### config.mk
export PLATFORM = sky130hd
export DESIGN_NAME = param_reg_bank
export DESIGN_NICKNAME = d
export VERILOG_FILES = /design/src/rtl/prb_pkg.sv /design/src/rtl/prb_decode.sv /design/src/rtl/prb_param.sv /design/src/rtl/prb_fmt.sv /design/src/rtl/param_reg_bank.sv
export SDC_FILE = /design/constraint.sdc
export NUM_CORES = 1
export LEC_CHECK = 0
export BUFFER_PORTS_ARGS = -buffer_cell sky130_fd_sc_hd__buf_2
export CORE_ASPECT_RATIO = 1.75
export CORE_MARGIN = 3
export CORE_UTILIZATION = 55
export CTS_CLUSTER_DIAMETER = 60
export DETAILED_ROUTE_END_ITERATION = 10
export PLACE_DENSITY = 0.8
export SYNTH_ARGS = -nofsm -noshare
export SYNTH_HDL_FRONTEND = slang
export SYNTH_HIERARCHICAL = 1
export SYNTH_SLANG_ARGS = --single-unit
### constraint.sdc
create_clock -name clk -period 2.4 [get_ports clk]
set_input_delay 0.24 -clock clk [delete_from_list [all_inputs] [get_ports clk]]
set_output_delay 0.24 -clock clk [all_outputs]
set_load 0.02 [all_outputs]
### src/rtl/prb_pkg.sv
package prb_pkg;
  localparam int BUS_W = 32;
  localparam int MAXW  = 64;
  localparam int SLOTS = (MAXW + BUS_W - 1) / BUS_W;

  function automatic int words_for(input int w);
    return (w + BUS_W - 1) / BUS_W;
  endfunction
endpackage

### src/rtl/prb_decode.sv
module prb_decode #(
  parameter int AW = 4,
  parameter int NP = 3
) (
  input  logic [AW-1:0] addr,
  output logic [AW-2:0] idx,
  output logic          word,
  output logic          is_par,
  output logic          is_fid
);
  // two word slots per parameter, selector right after the last slot
  always_comb begin
    idx    = addr[AW-1:1];
    word   = addr[0];
    is_par = idx < (AW-1)'(NP);
    is_fid = addr == AW'(2 * NP);
  end
endmodule

### src/rtl/prb_param.sv
module prb_param
  import prb_pkg::*;
#(
  parameter int W = 32
) (
  input  logic             clk,
  input  logic             rst,
  input  logic             wr_en,
  input  logic             wr_word,
  input  logic [BUS_W-1:0] wr_data,
  input  logic             rd_word,
  output logic [W-1:0]     q,
  output logic             upd,
  output logic [BUS_W-1:0] rd_val
);
  localparam int NW   = words_for(W);
  localparam int PADW = NW * BUS_W;

  logic [PADW-1:0] qpad;
  assign qpad = PADW'(q);

  generate
    if (NW == 1) begin : g_single
      logic unused_hi;
      assign unused_hi = ^wr_data;

      always_ff @(posedge clk) begin
        if (rst) begin
          q   <= '0;
          upd <= 1'b0;
        end else begin
          upd <= 1'b0;
          if (wr_en && !wr_word) begin
            q   <= wr_data[W-1:0];
            upd <= 1'b1;
          end
        end
      end

      always_comb rd_val = rd_word ? '0 : qpad[BUS_W-1:0];
    end else begin : g_double
      logic [BUS_W-1:0]   shadow;
      logic [2*BUS_W-1:0] full;
      logic               unused_full;

      assign full        = {wr_data, shadow};
      assign unused_full = ^full;

      always_ff @(posedge clk) begin
        if (rst) begin
          q      <= '0;
          upd    <= 1'b0;
          shadow <= '0;
        end else begin
          upd <= 1'b0;
          if (wr_en) begin
            if (!wr_word) begin
              shadow <= wr_data;
            end else begin
              q   <= full[W-1:0];
              upd <= 1'b1;
            end
          end
        end
      end

      always_comb rd_val = rd_word ? qpad[2*BUS_W-1:BUS_W] : qpad[BUS_W-1:0];
    end
  endgenerate
endmodule

### src/rtl/prb_fmt.sv
module prb_fmt
  import prb_pkg::*;
#(
  parameter int NUM_FMT = 5,
  parameter int FW      = 3
) (
  input  logic             clk,
  input  logic             rst,
  input  logic             wr_en,
  input  logic [BUS_W-1:0] wr_data,
  output logic [FW-1:0]    fid,
  output logic             upd,
  output logic [BUS_W-1:0] rd_val
);
  logic legal;
  assign legal = wr_data < BUS_W'(NUM_FMT);

  always_ff @(posedge clk) begin
    if (rst) begin
      fid <= '0;
      upd <= 1'b0;
    end else begin
      upd <= 1'b0;
      if (wr_en && legal) begin
        fid <= wr_data[FW-1:0];
        upd <= 1'b1;
      end
    end
  end

  assign rd_val = BUS_W'(fid);
endmodule

### src/rtl/param_reg_bank.sv
module param_reg_bank
  import prb_pkg::*;
#(
  parameter int          NP      = 3,
  parameter int unsigned PW [NP] = '{12, 64, 40},
  parameter int          NUM_FMT = 5,
  parameter int          AW      = 4,
  localparam int         FW      = (NUM_FMT > 1) ? $clog2(NUM_FMT) : 1
) (
  input  logic              clk,
  input  logic              rst,
  input  logic              wr_en,
  input  logic [AW-1:0]     wr_addr,
  input  logic [BUS_W-1:0]  wr_data,
  input  logic              rd_en,
  input  logic [AW-1:0]     rd_addr,
  output logic [BUS_W-1:0]  rd_data,
  output logic [NP*MAXW-1:0] par_data_o,
  output logic [NP-1:0]     par_upd_o,
  output logic [FW-1:0]     fmt_id_o,
  output logic              fmt_upd_o
);
  logic [AW-2:0] w_idx, r_idx;
  logic          w_word, r_word;
  logic          w_par, r_par, w_fid, r_fid;

  prb_decode #(.AW(AW), .NP(NP)) u_wdec (
    .addr(wr_addr), .idx(w_idx), .word(w_word), .is_par(w_par), .is_fid(w_fid)
  );
  prb_decode #(.AW(AW), .NP(NP)) u_rdec (
    .addr(rd_addr), .idx(r_idx), .word(r_word), .is_par(r_par), .is_fid(r_fid)
  );

  logic [BUS_W-1:0] prv [NP];
  logic [BUS_W-1:0] fmt_rv;

  generate
    for (genvar g = 0; g < NP; g++) begin : g_par
      logic [PW[g]-1:0] q;
      logic             sel;
      assign sel = wr_en && w_par && (w_idx == (AW-1)'(g));

      prb_param #(.W(PW[g])) u_par (
        .clk(clk), .rst(rst), .wr_en(sel), .wr_word(w_word), .wr_data(wr_data),
        .rd_word(r_word), .q(q), .upd(par_upd_o[g]), .rd_val(prv[g])
      );

      assign par_data_o[g*MAXW +: MAXW] = MAXW'(q);
    end
  endgenerate

  prb_fmt #(.NUM_FMT(NUM_FMT), .FW(FW)) u_fmt (
    .clk(clk), .rst(rst), .wr_en(wr_en && w_fid), .wr_data(wr_data),
    .fid(fmt_id_o), .upd(fmt_upd_o), .rd_val(fmt_rv)
  );

  logic [BUS_W-1:0] rd_next;
  always_comb begin
    rd_next = '0;
    if (r_fid) rd_next = fmt_rv;
    for (int k = 0; k < NP; k++) begin
      if (r_par && (r_idx == (AW-1)'(k))) rd_next = prv[k];
    end
  end

  always_ff @(posedge clk) begin
    if (rst)        rd_data <= '0;
    else if (rd_en) rd_data <= rd_next;
  end
endmodule

After elaboration in Yosys (flattened, before gate mapping)
Index checks and enable logic that the tools add are counted.
{ "op_classes": {"magnitude_cmp": 3, "eq_ne": 6, "mux": 10, "n_bitwise": 3, "reduce_logical": 19} }
{ "op_table": {"columns": ["op", "n"], "rows": [
  ["32-bit two-way mux", 5],
  ["32-bit by 3-bit less-than comparator with 1-bit output, second input constant", 1],
  ["12-bit two-way mux", 1],
  ["1-bit logical AND", 10],
  ["4-bit by 3-bit == test with 1-bit output, second input constant", 2],
  ["2-bit AND reduction", 4],
  ["3-bit by 1-bit == test with 1-bit output, second input constant", 2],
  ["3-bit by 2-bit == test with 1-bit output, second input constant", 2],
  ["3-bit logical NOT", 2],
  ["3-bit by 2-bit less-than comparator with 1-bit output, second input constant", 2],
  ["2-bit OR reduction", 2],
  ["1-bit two-way mux", 3],
  ["3-bit two-way mux", 1],
  ["1-bit inverter", 3],
  ["1-bit logical NOT", 1]
]} }
{ "totals": {"reg_bits": 219, "elab_cells": 52} }

Longest topological paths before layout
Gate-level depths: netlist (run 1).
{ "logic_depth": {"ltp_word": 5, "mapped_depth": 8, "ltp_nobuf": 6} }

Cells and area by module
Netlist (run 1), hierarchy kept.
{ "modules_own_cells": {"columns": ["mod", "n_inst", "cells_each", "area_per_inst_um2", "seq_area_each_um2"], "rows": [
  ["prb_param (g_par[1].u_par)", 1, 387, 4255.3, 1941.9],
  ["prb_param (g_par[2].u_par)", 1, 311, 3255.6, 1461.4],
  ["param_reg_bank", 1, 367, 2932.8, 640.6],
  ["prb_param (g_par[0].u_par)", 1, 90, 877.1, 260.2],
  ["prb_fmt", 1, 65, 558.0, 80.1],
  ["prb_decode", 2, 6, 47.5, 0.0]
]} }

Worst setup path after synthesis (run 1)
Ideal clock, no wire load.
{ "synth_timing": {"kind": "input port to flip-flop", "startpoint": "in wr_addr[3]", "endpoint": "reg g_par[2].u_par.q[10]", "setup_time_ps": 72, "t_arrival_ps": 1712, "setup_slack_ps": 616, "cell_stages": 7, "path_buffers": 3, "path_cell_list": "buf_4 > nand3b_1 > nor3b_1 > and2_1 > buf_6 > buf_8 > mux2i_1"} }
{ "synth_between": {"elab_chain_len": 4} }
{ "synth_lines": {"columns": ["element", "line", "text"], "rows": [
  ["start: declaration", "param_reg_bank.sv:13", "input logic [AW-1:0] wr_addr,"],
  ["3-bit by 2-bit less-than comparator with 1-bit output", "prb_decode.sv:15", "is_par = idx < (AW-1)'(NP);"],
  ["1-bit logical AND", "param_reg_bank.sv:41", "assign sel = wr_en && w_par && (w_idx == (AW-1)'(g));"],
  ["1-bit logical AND *", "param_reg_bank.sv:41", null],
  ["named net g_par[2].sel", "param_reg_bank.sv:40", "logic sel;"],
  ["2-bit AND reduction (no line) *", null, null],
  ["end signal: assignment", "prb_param.sv:60", "q <= full[W-1:0];"],
  ["end: declaration", "prb_param.sv:12", "output logic [W-1:0] q,"]
]} }
The timed path passes the listed nets; every way through them passes the cells marked *.
A chain may end at the register's enable or synchronous reset.

Final worst setup path (run 1)
{ "layout_timing": {"startpoint": "in rd_addr[2]", "endpoint": "reg rd_data[13]"} }
{ "layout_between": {"elab_chain_len": 4} }
{ "layout_lines": {"columns": ["element", "line", "text"], "rows": [
  ["start: declaration", "param_reg_bank.sv:16", "input logic [AW-1:0] rd_addr,"],
  ["3-bit by 2-bit less-than comparator with 1-bit output *", "prb_decode.sv:15", null],
  ["named net r_par", "param_reg_bank.sv:25", "logic w_par, r_par, w_fid, r_fid;"],
  ["1-bit logical AND", "param_reg_bank.sv:62", "if (r_par && (r_idx == (AW-1)'(k))) rd_next = prv[k];"],
  ["32-bit two-way mux", "param_reg_bank.sv:62", null],
  ["32-bit two-way mux *", "param_reg_bank.sv:62", null],
  ["end signal: assignment", "param_reg_bank.sv:68", "else if (rd_en) rd_data <= rd_next;"],
  ["end: declaration", "param_reg_bank.sv:17", "output logic [BUS_W-1:0] rd_data,"]
]} }
Marked as above.

==> impl_metrics.env, run 1 <==
export IMPL_status="finished, final reports clean"
export IMPL_clock_path_buffers=3
export IMPL_ys_warn_count=6
export IMPL_cts_setup_buffers=0
export IMPL_finalCritPeriodShare=0.627
export IMPL_globalplace_congestion=0.888
export IMPL_core_area_um2=21100
export IMPL_r2r_end="rd_data[12]"
export IMPL_post_drt_wl_per_cell_um=20.0
export IMPL_viasPerCell=5.41
export IMPL_ys_async_sr_fraction=0
export IMPL_top_usage_layer="met2"
export IMPL_hold_viol_final=0
export IMPL_dieHeight_um=201
export IMPL_r2r_start="g_par[1].u_par/q[12]"
export IMPL_min_period_ns=1.50
export IMPL_synth_edf_count=0
export IMPL_max_stage_delay_ns=0.73
export IMPL_vias=9073
export IMPL_ys_ff_latch=219
export IMPL_clock_skew_ns=0.0106
export IMPL_area_growth_pct=10.7
export IMPL_rows=70
export IMPL_cts_resized=0
export IMPL_slew_headroom=0.435
export IMPL_grt_max_degree=224
export IMPL_ios=275
export IMPL_num_antenna_cells=0
export IMPL_grtUsageMet2=0.508
export IMPL_antenna_found_initial=0
export IMPL_worstPathRequired_ns=2.78
export IMPL_stdcell_count=1676
export IMPL_worstPathCellList="buf_2 > a21oi_1 > or3b_1 > a211oi_1 > o31ai_1"
export IMPL_dpl_hpwl_mm=24.3
export IMPL_drt_wl_total_mm=33.5
export IMPL_start_util=0.567
export IMPL_clock_fmax_mhz=665
export IMPL_drcViolationCount=0
export IMPL_drive_above_1_share=0.258
export IMPL_r2r_worst_path_cells=4
export IMPL_hold_buffers=0
export IMPL_dp_cells=1638
export IMPL_p_leak_nw=5.61
export IMPL_clk_pin_slew_ns=0.07
export IMPL_cp_max_fo=16
export IMPL_cts_buffers_inserted=21
export IMPL_max_cap_violations=0
export IMPL_die_area_um2=23600
export IMPL_gr_usage_met3=0.0399
export IMPL_slew_violations=0
export IMPL_cts_htree_levels=1
export IMPL_synth_cell_types=44
export IMPL_hold_depth=3
export IMPL_hold_start="wr_data[19]"
export IMPL_cts_root_buf="clkbuf_16"
export IMPL_hold_path_end="g_par[2].u_par/g_double.shadow[19]"
export IMPL_cp_end_kind="flop"
export IMPL_setup_violations=0
export IMPL_path_depth=5
export IMPL_arrival_ns=1.89
export IMPL_ant_nets=0
export IMPL_grt_overflow_total=0
export IMPL_critical_path_startpoint_type="input port"
export IMPL_grt_pass1_vias=8964
export IMPL_irDropWorstVdd_v=0.000510
export IMPL_nets=1417
export IMPL_tightest_slew_ns=0.847
export IMPL_hp_class="in2reg"
export IMPL_hold_slack_ns=0.0820
export IMPL_grtUsageMet1=0.286
export IMPL_fin_setup_tns_ns=0
export IMPL_grt_usage=0.270
export IMPL_synth_area_um2=12000
export IMPL_drt_pass1_iter_count=5
export IMPL_crit_type="in2reg"
export IMPL_rsz0062_at_grt="no"
export IMPL_syn_avg_cell_area_um2=9.72
export IMPL_cp_num_buf_inv=1
export IMPL_r2r_setup_slack_ns=1.01
export IMPL_cts_sinks=219
export IMPL_cp_slowest_cell="or3b_1"
export IMPL_clk_latency_ns=0.50
export IMPL_syn_inst=1232
export IMPL_tritoncts="done"
export IMPL_cp_top_family="compound AO/OA/AOI/OAI gates"
export IMPL_drt_iter0_drc=675
export IMPL_powerDensity_nw_per_um2=584
export IMPL_numPortBuffers=198
export IMPL_grt_pass1_wl_mm=50.6
export IMPL_die_w_um=118
export IMPL_ys_seq_area_frac=0.366
export IMPL_yosys_most_used_dff="dfxtp_1"
==> per-layer routing <==
layer  wire [um]  part of all wire
met1       11900              0.35
met2       17600              0.52
met3        2020             0.060
met4        2030             0.061
met5           0                 0
==> worst max path at each step <==
stage	startpoint	to
floorplan	wr_addr[3]	g_par[2].u_par/q[10]
global placement	rd_addr[2]	rd_data[31]
detailed placement	rd_addr[2]	rd_data[13]
CTS	rd_addr[2]	rd_data[13]
global route	rd_addr[2]	rd_data[13]
finish	rd_addr[2]	rd_data[13]
==> worst register-to-register path: cells and delay by family (launching register included) <==
kind            cells  cell delay (ns)
compound gates      2             0.44
simple gates        1             0.19
mux                 1             0.30
flops               1             0.32
==> layout by cell type (no fill, tap or decap), types with 10 or more instances in the layout <==
cell / n
nand2b_1: 221
dfxtp_1: 219
buf_2: 197
mux2i_1: 144
conb_1: 125
o21ai_0: 52
nor2b_1: 50
mux2_2: 38
nand4bb_1: 37
nand2_1: 34
a22oi_1: 32
o21ai_1: 28
buf_4: 22
and3b_1: 21
o21ba_2: 21
a32oi_1: 21
clkbuf_16: 21
o31ai_1: 14
o21ai_2: 10
==> stage by stage <==
stage	area, um2	power (W)	setup slack, ns	utilization
6_report	13300	0.00774	0.896	0.628
3_5_place_dp	12600	0.00445	0.452	0.595
4_1_cts	13300	0.00777	0.942	0.628
2_1_floorplan	12400	0.00440	0.616	-
3_3_place_gp	12600	0.00445	0.471	0.595
5_1_grt	13300	0.00797	0.796	0.628
==> sequential cells by signal, summed over array words and instances, names as in the netlist <==
name                         count
g_par.u_par/g_double.shadow     64
g_par.u_par/q                  116
g_par.u_par/upd                  3
rd_data                         32
u_fmt/fid                        3
u_fmt/upd                        1
==> final cells by class <==
cell class,count,area [um2]
timing repair buffer,227,1310
tap,288,360
clock inverter,8,73.8
clock buffer,30,619
multi-input combinational,904,6510
sequential,219,4380
fill,1795,7850
==> Yosys cell counts, types with 10 or more instances <==
master	number	area, um2
dfxtp_1	219	4380
nand4bb_1	37	417
and3b_1	21	184
buf_2	17	85.1
nor2b_1	52	325
nand2_1	34	128
nand2b_1	221	1380
clkbuf_1	55	206
o31ai_1	14	105
a22oi_1	32	240
o21ai_0	52	260
o21ba_2	21	210
mux2i_1	144	1440
mux2_2	38	428
buf_4	142	1070
o21ai_1	28	140
o21ai_2	10	87.6
a32oi_1	21	184
buf_6	12	135
==> cells by family after synthesis <==
group | share of synthesized area
AND/OR/NAND/NOR | 0.229
multiplexers | 0.158
flip-flops | 0.366
other | 0.000940
buffers and inverters | 0.131
AO/OA/AOI/OAI | 0.115
==> power by group <==
part	switching (W)	internal [W]	total (W)
Sequential	0.0000152	0.00366	0.00367
Combinational	0.000477	0.000237	0.000713
Clock	0.00144	0.00191	0.00336
Total	0.00194	0.00581	0.00774
Power figures use the tool's default switching activity.
==> inputs of run 2 (changes only) <==
--- a/config.mk
+++ b/config.mk
@@ -5,6 +5,7 @@
 export SDC_FILE = /design/constraint.sdc
 export NUM_CORES = 1
 export LEC_CHECK = 0
+export ABC_AREA = 1
 export BUFFER_PORTS_ARGS = -buffer_cell sky130_fd_sc_hd__buf_2
 export CORE_ASPECT_RATIO = 1.75
 export CORE_MARGIN = 3
==> constraint.sdc (replaced) <==
create_clock -name clk -period 1.45 [get_ports clk]
set_input_delay 0.145 -clock clk [delete_from_list [all_inputs] [get_ports clk]]
set_output_delay 0.145 -clock clk [all_outputs]
set_load 0.02 [all_outputs]
==> run 2 against run 1 <==
  * Worst setup slack got worse by 0.76 ns
  * Synthesized cell count up 57%
  * Total power is 66% higher
  * Cell area up 8.1%
  * Utilization increased by 1.6 points
  * Via count grew 33%
  * Die area up 4.5%
  * Hold slack worse by 0.072 ns
  * Global-route usage is 0.58 points higher
  * Clock skew is 0.0024 ns lower
  * Largest power group unchanged
==> impl_metrics.env, run 2 <==
export IMPL_status="finished, final reports clean"
export IMPL_arrival_ns=1.73
export IMPL_tritoncts="done"
export IMPL_cts_htree_levels=1
export IMPL_clock_skew_ns=0.00826
export IMPL_core_area_um2=22300
export IMPL_hold_viol_final=0
export IMPL_area_growth_pct=14.3
export IMPL_r2r_setup_slack_ns=0.14
export IMPL_hold_slack_ns=0.0102
export IMPL_synthTopCellsByCount="nand2_1 (439), inv_1 (273), nand3_1 (249)"
export IMPL_max_cap_violations=0
export IMPL_clk_latency_ns=0.49
export IMPL_start_util=0.563
export IMPL_antenna_found_initial=0
export IMPL_top_regs="g_par.u_par/q: 116 flops, g_par.u_par/g_double.shadow: 64 flops, rd_data: 32 flops"
export IMPL_ant_nets=0
export IMPL_clock_fmax_mhz=763
export IMPL_ios=275
export IMPL_hp_class="in2reg"
export IMPL_stdcell_count=2426
export IMPL_grt_pass1_vias=11146
export IMPL_cts_resized=0
export IMPL_ys_seq_area_frac=0.350
export IMPL_drt_wl_total_mm=35.2
export IMPL_die_w_um=120
export IMPL_syn_avg_cell_area_um2=6.49
export IMPL_min_period_ns=1.31
export IMPL_cts_sinks=219
export IMPL_dieHeight_um=206
export IMPL_powerDensity_nw_per_um2=895
export IMPL_nets=2163
export IMPL_worstPathRequired_ns=1.87
export IMPL_p_leak_nw=6.73
export IMPL_grt_usage=0.276
export IMPL_final_common_cell="nand2_1"
export IMPL_finalCritPeriodShare=0.904
export IMPL_grt_overflow_total=0
export IMPL_yosys_most_used_dff="dfxtp_1"
export IMPL_final_cell_area_um2=14300
export IMPL_setup_violations=0
export IMPL_placed_area_um2=13400
export IMPL_synth_area_leaders="dfxtp_1 (35%), nand2_1 (13%), nand3_1 (9.9%)"
export IMPL_drt_iter0_drc=653
export IMPL_drt_pass1_iter_count=8
export IMPL_clock_path_buffers=3
export IMPL_synth_area_um2=12500
export IMPL_cp_max_fo=3
export IMPL_vias=12108
export IMPL_synth_top_cell_area_share=0.350
export IMPL_rows=72
export IMPL_syn_inst=1932
export IMPL_synth_edf_count=0
export IMPL_dpl_hpwl_mm=25.4
export IMPL_cts_root_buf="clkbuf_16"
export IMPL_drcViolationCount=0
export IMPL_cts_buffers_inserted=21
export IMPL_globalplace_congestion=0.906
export IMPL_slew_violations=0
export IMPL_die_area_um2=24700
export IMPL_post_drt_wl_per_cell_um=14.5
export IMPL_largest_reg_flops=116
export IMPL_ys_async_sr_fraction=0
export IMPL_numPortBuffers=198
export IMPL_dp_cells=2369
export IMPL_ys_ff_latch=219
export IMPL_irDropWorstVdd_v=0.00105
export IMPL_yosysMostFrequentCell="nand2_1"
export IMPL_grt_max_degree=64
export IMPL_final_cell_mix="nand2_1 (438), inv_1 (273), nand3_1 (249), dfxtp_1 (219), buf_2 (195)"
export IMPL_ys_warn_count=6
export IMPL_viasPerCell=4.99
export IMPL_total_power_w=0.0128
export IMPL_clk_pin_slew_ns=0.06
export IMPL_cp_end_kind="flop"
export IMPL_rsz0062_at_grt="no"
export IMPL_critical_path_startpoint_type="flop"
export IMPL_synth_cell_types=24
export IMPL_yosysTopAreaCell="dfxtp_1"
export IMPL_num_antenna_cells=0
export IMPL_top_register="g_par.u_par/q"
export IMPL_crit_type="reg2reg"
export IMPL_drive_above_1_share=0.184
export IMPL_grt_pass1_wl_mm=55.9
-- run 2: cell count changes after synthesis, sizes merged, moves of 144 or more --
cell	delta
inv	+276
nand2b	-221
mux2i	-144
nand2	+406
nor2	+225
nand3	+279
-- run 2: kinds of logic (layout without fill, tap and decap cells) --
| group | Yosys count | after routing | share of synthesized area |
|---|---|---|---|
| other | 3 | 125 | 0.000898 |
| buffers and inverters | 539 | 615 | 0.225 |
| AO/OA/AOI/OAI | 211 | 211 | 0.0842 |
| AND/OR/NAND/NOR | 960 | 960 | 0.340 |
| flip-flops | 219 | 219 | 0.350 |
-- run 2: report_power, final --
part | leakage, nW | switching, W | internal (W)
Clock | 0.318 | 0.00227 | 0.00304
Combinational | 4.64 | 0.00102 | 0.000409
Sequential | 1.77 | 0.0000314 | 0.00607
-- run 2: worst paths after layout --
| kind | from | to | cells after the start |
|---|---|---|---|
| max | g_par[1].u_par/q[12] | rd_data[12] | 9 |
| min | wr_data[2] | g_par[1].u_par/q[34] | 3 |
| max reg2reg | g_par[1].u_par/q[12] | rd_data[12] | 9 |
| min reg2reg | rd_data[26] | rd_data[26] | 2 |
-- run 2: per-layer routing --
| metal | track usage | share of wire |
|---|---|---|
| met4 | 0.147 | 0.053 |
| met5 | 0 | 0 |
| met1 | 0.331 | 0.38 |
| met2 | 0.478 | 0.49 |
| met3 | 0.0352 | 0.082 |
-- run 2: timing repair --
item	in CTS	in global routing
hold buffers	22	0
endpoints found under the hold margin	23	0
buffers inserted	0	1
setup endpoints to repair	0	1
-- run 2: critical path, cell delays in order, from the launching register on --
cell and delay [ns]:
dfxtp_1 0.34, inv_1 0.04, o21ai_0 0.27, buf_4 0.19, nand3_1 0.07, nand2_1 0.07
inv_1 0.04, nand2_1 0.05, nand2_1 0.06, a21oi_1 0.11
-- run 2: per-stage QoR --
step	TNS [ns]	utilization	setup slack, ns
3_5_place_dp	-3.87	0.604	-0.0959
3_3_place_gp	-2.02	0.604	-0.0365
2_1_floorplan	0	-	0.139
6_report	0	0.644	0.139
5_1_grt	0	0.644	0.0142
4_1_cts	0	0.643	0.111
-- run 2: area by class of cell --
class                   instances  area, um2
clock buffers                  29        596
clock inverters                 5       56.3
fillers                      2033       7920
inverters                     278       1050
multi-input cells            1296       5810
flip-flops and latches        219       4380
well taps                     296        370
repair buffers                303       2070
